<file path="src/rtl/banked_regfile_pkg.sv">
package banked_regfile_pkg;

    // Architectural view
    localparam int IDX_W       = 4;
    localparam int MODE_W      = 5;
    localparam int N_LOW       = 8;    // numbers below this are shared by all modes
    localparam int N_HI        = 5;    // numbers 8..12, banked only for FIQ
    localparam int FIRST_SP    = N_LOW + N_HI;  // 13: first per-mode pair entry
    localparam int PC_IDX      = (1 << IDX_W) - 1;
    localparam int N_BANKS     = 6;    // user/system, fiq, irq, svc, abt, und

    // Physical layout, derived
    localparam int USR_HI_BASE = N_LOW;
    localparam int FIQ_HI_BASE = USR_HI_BASE + N_HI;
    localparam int PAIR_BASE   = FIQ_HI_BASE + N_HI;
    localparam int PC_SLOT     = PAIR_BASE + 2 * N_BANKS;
    localparam int NUM_PHYS    = PC_SLOT + 1;
    localparam int PHYS_W      = $clog2(NUM_PHYS);
    localparam int NUM_SPSR    = N_BANKS - 1;
    localparam int SPSR_W      = $clog2(NUM_SPSR);

    typedef enum logic [MODE_W-1:0] {
        MODE_USR = 5'b10000,
        MODE_FIQ = 5'b10001,
        MODE_IRQ = 5'b10010,
        MODE_SVC = 5'b10011,
        MODE_ABT = 5'b10111,
        MODE_UND = 5'b11011,
        MODE_SYS = 5'b11111
    } cpu_mode_e;

    typedef enum logic [2:0] {
        BANK_USR = 3'd0,
        BANK_FIQ = 3'd1,
        BANK_IRQ = 3'd2,
        BANK_SVC = 3'd3,
        BANK_ABT = 3'd4,
        BANK_UND = 3'd5
    } bank_e;

    typedef struct packed {
        bank_e               bank;
        logic                illegal;
        logic                has_spsr;
        logic [SPSR_W-1:0]   spsr_sel;
    } mode_info_t;

endpackage

</file>
<file path="src/rtl/bank_mode_dec.sv">
module bank_mode_dec
    import banked_regfile_pkg::*;
(
    input  logic [MODE_W-1:0] mode_i,
    output mode_info_t        info_o
);

    always_comb begin
        info_o          = '0;
        info_o.bank     = BANK_USR;
        info_o.illegal  = 1'b0;
        info_o.has_spsr = 1'b1;
        case (mode_i)
            MODE_USR: info_o.has_spsr = 1'b0;
            MODE_SYS: info_o.has_spsr = 1'b0;
            MODE_FIQ: info_o.bank = BANK_FIQ;
            MODE_IRQ: info_o.bank = BANK_IRQ;
            MODE_SVC: info_o.bank = BANK_SVC;
            MODE_ABT: info_o.bank = BANK_ABT;
            MODE_UND: info_o.bank = BANK_UND;
            default: begin
                info_o.illegal  = 1'b1;
                info_o.has_spsr = 1'b0;
            end
        endcase
        // exception banks 1..5 map onto saved status slots 0..4
        if (info_o.has_spsr) begin
            info_o.spsr_sel = SPSR_W'(int'(info_o.bank) - 1);
        end
    end

endmodule

</file>
<file path="src/rtl/bank_addr_map.sv">
module bank_addr_map
    import banked_regfile_pkg::*;
(
    input  logic [IDX_W-1:0]  idx_i,
    input  bank_e             bank_i,
    input  logic              user_ovr_i,
    output logic [PHYS_W-1:0] phys_o
);

    bank_e eff_bank;
    int    idx_int;

    always_comb begin
        eff_bank = user_ovr_i ? BANK_USR : bank_i;
        idx_int  = int'(idx_i);
        if (idx_int < N_LOW) begin
            phys_o = PHYS_W'(idx_int);
        end else if (idx_int < FIRST_SP) begin
            if (eff_bank == BANK_FIQ) begin
                phys_o = PHYS_W'(FIQ_HI_BASE + idx_int - N_LOW);
            end else begin
                phys_o = PHYS_W'(USR_HI_BASE + idx_int - N_LOW);
            end
        end else if (idx_int == PC_IDX) begin
            phys_o = PHYS_W'(PC_SLOT);
        end else begin
            phys_o = PHYS_W'(PAIR_BASE + 2 * int'(eff_bank) + idx_int - FIRST_SP);
        end
    end

endmodule

</file>
<file path="src/rtl/bank_storage.sv">
module bank_storage
    import banked_regfile_pkg::*;
#(
    parameter int DATA_W = 32
) (
    input  logic              clk,
    input  logic              rst_n,
    input  logic [PHYS_W-1:0] rd_a_phys_i,
    output logic [DATA_W-1:0] rd_a_data_o,
    input  logic [PHYS_W-1:0] rd_b_phys_i,
    output logic [DATA_W-1:0] rd_b_data_o,
    input  logic              wr_en_i,
    input  logic [PHYS_W-1:0] wr_phys_i,
    input  logic [DATA_W-1:0] wr_data_i,
    input  logic              spsr_wr_en_i,
    input  logic [SPSR_W-1:0] spsr_sel_i,
    input  logic [DATA_W-1:0] spsr_wr_data_i,
    output logic [DATA_W-1:0] spsr_rd_data_o
);

    localparam logic [PHYS_W-1:0] LAST_PHYS = PHYS_W'(NUM_PHYS - 1);
    localparam logic [SPSR_W-1:0] LAST_SPSR = SPSR_W'(NUM_SPSR - 1);

    typedef struct packed {
        logic [NUM_PHYS-1:0][DATA_W-1:0] regs;
        logic [NUM_SPSR-1:0][DATA_W-1:0] spsr;
    } store_t;

    store_t st_d, st_q;

    always_comb begin
        st_d = st_q;
        if (wr_en_i && (wr_phys_i <= LAST_PHYS)) begin
            st_d.regs[wr_phys_i] = wr_data_i;
        end
        if (spsr_wr_en_i && (spsr_sel_i <= LAST_SPSR)) begin
            st_d.spsr[spsr_sel_i] = spsr_wr_data_i;
        end
    end

    always_ff @(posedge clk or negedge rst_n) begin
        if (!rst_n) begin
            st_q <= '0;
        end else begin
            st_q <= st_d;
        end
    end

    // reads see the registered state only, so a same-cycle write is not visible
    assign rd_a_data_o    = (rd_a_phys_i <= LAST_PHYS) ? st_q.regs[rd_a_phys_i] : '0;
    assign rd_b_data_o    = (rd_b_phys_i <= LAST_PHYS) ? st_q.regs[rd_b_phys_i] : '0;
    assign spsr_rd_data_o = (spsr_sel_i <= LAST_SPSR) ? st_q.spsr[spsr_sel_i] : '0;

endmodule

</file>
<file path="src/rtl/banked_regfile.sv">
module banked_regfile
    import banked_regfile_pkg::*;
#(
    parameter int DATA_W = 32
) (
    input  logic              clk,
    input  logic              rst_n,
    input  logic [4:0]        mode_i,
    input  logic              user_bank_i,
    input  logic [3:0]        rd_a_idx_i,
    output logic [DATA_W-1:0] rd_a_data_o,
    input  logic [3:0]        rd_b_idx_i,
    output logic [DATA_W-1:0] rd_b_data_o,
    input  logic              wr_en_i,
    input  logic [3:0]        wr_idx_i,
    input  logic [DATA_W-1:0] wr_data_i,
    input  logic              spsr_wr_en_i,
    input  logic [DATA_W-1:0] spsr_wr_data_i,
    output logic [DATA_W-1:0] spsr_rd_data_o,
    output logic              spsr_valid_o,
    output logic              mode_illegal_o
);

    localparam int N_PORTS = 3;   // read A, read B, write

    mode_info_t                         info;
    logic [N_PORTS-1:0][IDX_W-1:0]      port_idx;
    logic [N_PORTS-1:0][PHYS_W-1:0]     port_phys;
    logic [DATA_W-1:0]                  spsr_raw;

    bank_mode_dec u_dec (
        .mode_i (mode_i),
        .info_o (info)
    );

    assign port_idx[0] = rd_a_idx_i;
    assign port_idx[1] = rd_b_idx_i;
    assign port_idx[2] = wr_idx_i;

    for (genvar p = 0; p < N_PORTS; p++) begin : g_map
        bank_addr_map u_map (
            .idx_i      (port_idx[p]),
            .bank_i     (info.bank),
            .user_ovr_i (user_bank_i),
            .phys_o     (port_phys[p])
        );
    end

    bank_storage #(
        .DATA_W (DATA_W)
    ) u_store (
        .clk            (clk),
        .rst_n          (rst_n),
        .rd_a_phys_i    (port_phys[0]),
        .rd_a_data_o    (rd_a_data_o),
        .rd_b_phys_i    (port_phys[1]),
        .rd_b_data_o    (rd_b_data_o),
        .wr_en_i        (wr_en_i),
        .wr_phys_i      (port_phys[2]),
        .wr_data_i      (wr_data_i),
        .spsr_wr_en_i   (spsr_wr_en_i && info.has_spsr),
        .spsr_sel_i     (info.spsr_sel),
        .spsr_wr_data_i (spsr_wr_data_i),
        .spsr_rd_data_o (spsr_raw)
    );

    assign spsr_rd_data_o = info.has_spsr ? spsr_raw : '0;
    assign spsr_valid_o   = info.has_spsr;
    assign mode_illegal_o = info.illegal;

endmodule

</file>
<file path="config.mk">
export PLATFORM = sky130hd
export DESIGN_NAME = banked_regfile
export DESIGN_NICKNAME = d
export VERILOG_FILES = /design/src/rtl/banked_regfile_pkg.sv /design/src/rtl/bank_mode_dec.sv /design/src/rtl/bank_addr_map.sv /design/src/rtl/bank_storage.sv /design/src/rtl/banked_regfile.sv
export SDC_FILE = /design/constraint.sdc
export NUM_CORES = 2
export LEC_CHECK = 0
export BUFFER_PORTS_ARGS = -buffer_cell sky130_fd_sc_hd__buf_4
export CORE_MARGIN = 8
export CORE_UTILIZATION = 65
export CTS_BUF_LIST = sky130_fd_sc_hd__clkbuf_16
export DETAILED_ROUTE_END_ITERATION = 6
export PLACE_DENSITY = 0.83
export SYNTH_ARGS = -nofsm -noshare
export SYNTH_HDL_FRONTEND = slang
export SYNTH_HIERARCHICAL = 1
export SYNTH_SLANG_ARGS = --single-unit
</file>
<file path="constraint.sdc">
create_clock -name clk -period 13.8 [get_ports clk]
set_input_delay 2.76 -clock clk [delete_from_list [all_inputs] [get_ports clk]]
set_output_delay 2.76 -clock clk [all_outputs]
set_load 0.01 [all_outputs]
</file>
# Word level (Yosys, flattened, before mapping)
# Cells that the tools add are included.
# word_totals
output_inout_bits	98
reg_bits	1152
latchBits	0
memories	0
romBits	0
mem_bits_rw	0
wordCells	123
# classes
n_eq_ne	11
mul	0
div_mod_pow	0
n_reduce_logical	7
n_addsub	20
bitwise_logic	0
muxes	33
order_cmp	16
shifts	0
# op_table
operator	count
$bwmux W992	1
$bmux W32 S5	2
$mux W32	9
$bwmux W160	1
$demux W32 S5	1
$bmux W32 S3	1
$demux W32 S3	1
$mux W5	12
$sub A5 B5 Y5 const B	9
$eq A5 B5 Y1 const B	7
$add A4 B4 Y5 const A	6
$lt A4 B4 Y1 const B	6
$lt A5 B6 Y1 const B	3
$add A5 B5 Y5	3
$le A5 B5 Y1 const B	3
$pmux W3 S5	1
$eq A4 B1 Y1 const B	3
$reduce_or A7 Y1	1
$mux W3	2
$add A5 B4 Y5 const A	1
$ge A5 B1 Y1 const B	1
$logic_and A1 B1 Y1	5
$reduce_or A5 Y1	1
$lt A3 B4 Y1 const B	1
5 further kinds	6

# Logic depth before layout (Yosys ltp)
# logic_depth
word_depth	14
mapped_depth	19

# Cells and area by module
# The synthesis kept the hierarchy.
# by_module_without_submodules
mod	n_inst	cells_per_inst	area_each_um2	seq_area_each_um2
bank_storage	1	4009	60157.7	28827.6
bank_addr_map	3	45	349.1	0.0
banked_regfile	1	36	262.8	0.0
bank_mode_dec	1	28	183.9	0.0

# Worst setup path after synthesis
# Ideal clock, no wire load.
# synth_timing
kind	input to output
start	input port mode_i[3]
end	output port rd_a_data_o[29]
path_stages	16
arrival_time_ps	5992
slack_ps	5048
path_cell_list	buf_6 -> nor2_2 -> nand3_1 -> inv_1 -> nand2b_1 -> ha_1 -> inv_1 -> ha_1 -> a21o_1 -> a21oi_1 -> xnor2_1 -> o311a_1 -> buf_2 -> buf_1 -> mux2_2 -> o21ai_0
# synth_lines
item	line	source
from (decl)	banked_regfile.sv:8	input logic [4:0] mode_i,
to (decl)	banked_regfile.sv:11	output logic [DATA_W-1:0] rd_a_data_o,

==> reports/qor.yml <==
grtUsageTotal_pct: 34.0
yosysSeqAreaShare_pct: 46.8
cts_setup_buffers: 0
cap_viol_max_count: 0
h-tree-depth: 3
clk_path_buf_depth: 3
powerDensity_mw_per_mm2: 158
clock_latency_ns: 0.70
drt_iter0_drc: 4735
synth.top_cell.area_share_pct: 46.8
crit_type: "in2out"
cts_root_buffer: "clkbuf_16"
ir_drop_uv: 123
cts_buffers: 119
synthFlopType: "dfrtp_1"
ys_types: 58
largest_reg_flops: 1152
ys_top_cells_by_area: "dfrtp_1 (47%), mux2_2 (22%), mux4_2 (16%)"
rsz0062_at_grt: "false"
ys_seq_elements: 1152
detail_route.vias_per_cell: 7.23
wl_per_cell_um: 31.9
core-area_mm2: 0.0944
layout.nets: 4298
avgSynthCellArea_um2: 14.7
synthArstFlopShare_pct: 100
drive_above_1_share_pct: 51.6
drcViolationCount: 0
gp_congestion: 0.862
slew_viol_final: 0
syn_nets: 4322
firstDrtPassIters: 6
cts_hold_buf: 0
hold_violations: 0
synth_edf_count: 0
ctsResizeCount: 0
start_kind: "input port"
cts_tree: "built"
whs_ns: 0.484
grt_max_degree: 177
fin_tns_setup_ns: 0
cp-end-kind: "output port"
die_h_um: 324
first_global_vias: 41800
boundaryPins: 184
required_ns: 11.04
synthTopCellsByCount: "mux2_2 (1228), dfrtp_1 (1152), mux4_2 (427)"
reg.largest.list: "u_store/st_q x1152"
placementRows: 113
regMostFlops: "u_store/st_q"
status: "finished, final reports clean"
hold_path.class: "reg2reg"
worst-path-max-fanout: 20
fillerInstances: 6127
place_area_mm2: 0.0638
fmax_mhz: 94.2
worst_ep_arrival_time_ns: 7.86
die_area_mm2: 0.105
yosysWarningCount: 6
dp.cells: 5328
io_buffer_count: 183
wirelength_um: 177000
vias: 40200
start_util_pct: 65.3
die_x_um: 324
setup-violations-final: 0
layout_min_cycle_time_ns: 10.62
final.setup_skew_ns: 0
antenna_found_initial: 8
slew-limit-headroom_pct: 15.2
area_delta_synth_final_pct: 9.90
p_leak_nw: 30.4
worstMarginPinSlew_ns: 1.27
yosys.area.top_type: "dfrtp_1"
finalCritPeriodShare_pct: 76.9
detail-route-antenna-nets: 0
synth_cells: 4208
dp_hpwl_um: 101000
grt-ovfl-total: 0
syn_area_mm2: 0.0617
numClockSinks: 1152
clk_pin_slew_worst_paths_ns: 0.06
final_cell_area_mm2: 0.0678
final_cell_count_no_fill: 5558
grt_pass1_wl_um: 269000
synth_most_common_cell: "mux2_2"
## cells in the final DEF (no fill, tap or decap), types with 9 or more instances in the layout
| cell | Yosys | routed |
|---|---|---|
| ha_1 | 25 | 25 |
| nand3_1 | 9 | 9 |
| o32ai_1 | 17 | 17 |
| a2bb2oi_1 | 13 | 13 |
| a211o_1 | 44 | 44 |
| and2_2 | 33 | 34 |
| a211oi_1 | 12 | 12 |
| nor2b_1 | 27 | 19 |
| dfrtp_1 | 1152 | 1152 |
| clkinv_2 | 0 | 26 |
| nor2_1 | 70 | 55 |
| nand2b_1 | 16 | 14 |
| mux2i_1 | 231 | 231 |
| bufinv_16 | 0 | 16 |
| mux2_1 | 19 | 19 |
| mux4_2 | 427 | 427 |
| nand2_2 | 3 | 15 |
| o21ai_0 | 43 | 43 |
| mux2_2 | 1228 | 1228 |
| o22ai_1 | 78 | 78 |
| clkbuf_16 | 0 | 122 |
| a221o_1 | 32 | 32 |
| inv_1 | 29 | 44 |
| buf_4 | 19 | 267 |
| nand2_1 | 69 | 55 |
| clkinv_1 | 0 | 32 |
| a22oi_1 | 34 | 34 |
| o2bb2ai_1 | 31 | 31 |
| a21o_1 | 20 | 20 |
| nor2_4 | 0 | 15 |
| a21oi_1 | 34 | 28 |
## worst max-delay path: stages
cell and delay [ns]:
buf_4 0.14, nor2_2 0.15, nand3_1 0.16, inv_1 0.30, nand2b_1 0.11, ha_1 0.33
fa_1 0.45, xnor2_1 0.17, o41ai_1 0.12, a21oi_4 0.50, buf_4 0.50, nand3_1 1.00
a211oi_1 0.59, a211o_1 0.36, buf_4 0.19
## cells by family after synthesis
kind of cell | synth area share (%)
buffers and inverters | 3.32
AO/OA/AOI/OAI | 4.59
adder cells (fa/ha/maj) | 0.605
flip-flops | 46.8
multiplexers | 42.1
XOR/XNOR | 0.0994
AND/OR/NAND/NOR | 2.50
## worst paths after layout
path                                                       to  depth (start not counted)                           from  slack, ns
worst max register to register  u_store/st_q[796]$_DFFE_PN0P_                          1  u_store/st_q[796]$_DFFE_PN0P_      12.96
min in group asynchronous        u_store/st_q[85]$_DFFE_PN0P_                          1                          rst_n       2.12
worst max-delay path                           rd_a_data_o[6]                         15                      mode_i[2]       3.18
max in group asynchronous       u_store/st_q[914]$_DFFE_PN0P_                          3                          rst_n       9.15
worst min-delay path             u_store/st_q[36]$_DFFE_PN0P_                          1   u_store/st_q[36]$_DFFE_PN0P_       0.48
worst min register to register   u_store/st_q[36]$_DFFE_PN0P_                          1   u_store/st_q[36]$_DFFE_PN0P_       0.48
## where the power goes
group / leakage [nW] / total (mW) / internal (mW) / switching [mW]
Combinational: 13.4 / 2.73 / 1.58 / 1.15
Sequential: 15.0 / 4.71 / 4.14 / 0.569
Clock: 1.99 / 3.26 / 1.89 / 1.37
Total: 30.4 / 10.7 / 7.61 / 3.09
## final cells by class
| class | count | area [um^2] | share of cell area [%] |
|---|---|---|---|
| multi-input combinational | 2606 | 31100 | 45.9 |
| sequential | 1152 | 28800 | 42.5 |
| clock buffer | 122 | 3050 | 4.51 |
| timing repair buffer | 276 | 2180 | 3.22 |
| tap | 1265 | 1580 | 2.34 |
| clock inverter | 100 | 885 | 1.31 |
| inverter | 29 | 109 | 0.161 |
| antenna | 8 | 20.0 | 0.0295 |
## routing by layer
layer | share of wire [%] | global-route usage [%] | vias to the layer above
li1 | - | - | 16100
met5 | 0.0056 | 0 | -
met4 | 4.9 | 14.8 | 2
met1 | 38 | 45.8 | 21200
met3 | 11 | 9.30 | 540
met2 | 46 | 52.5 | 2326
## per-stage QoR
step | worst slack (ns) | utilization, % | power, mW
2_1_floorplan | 5.05 | - | 6.52
3_3_place_gp | 3.59 | 67.6 | 7.29
3_5_place_dp | 3.41 | 67.6 | 7.41
4_1_cts | 3.38 | 71.7 | 10.7
5_1_grt | 3.10 | 71.7 | 11.1
6_report | 3.18 | 71.7 | 10.7
Note: power is estimated with default switching activity, not from simulation.
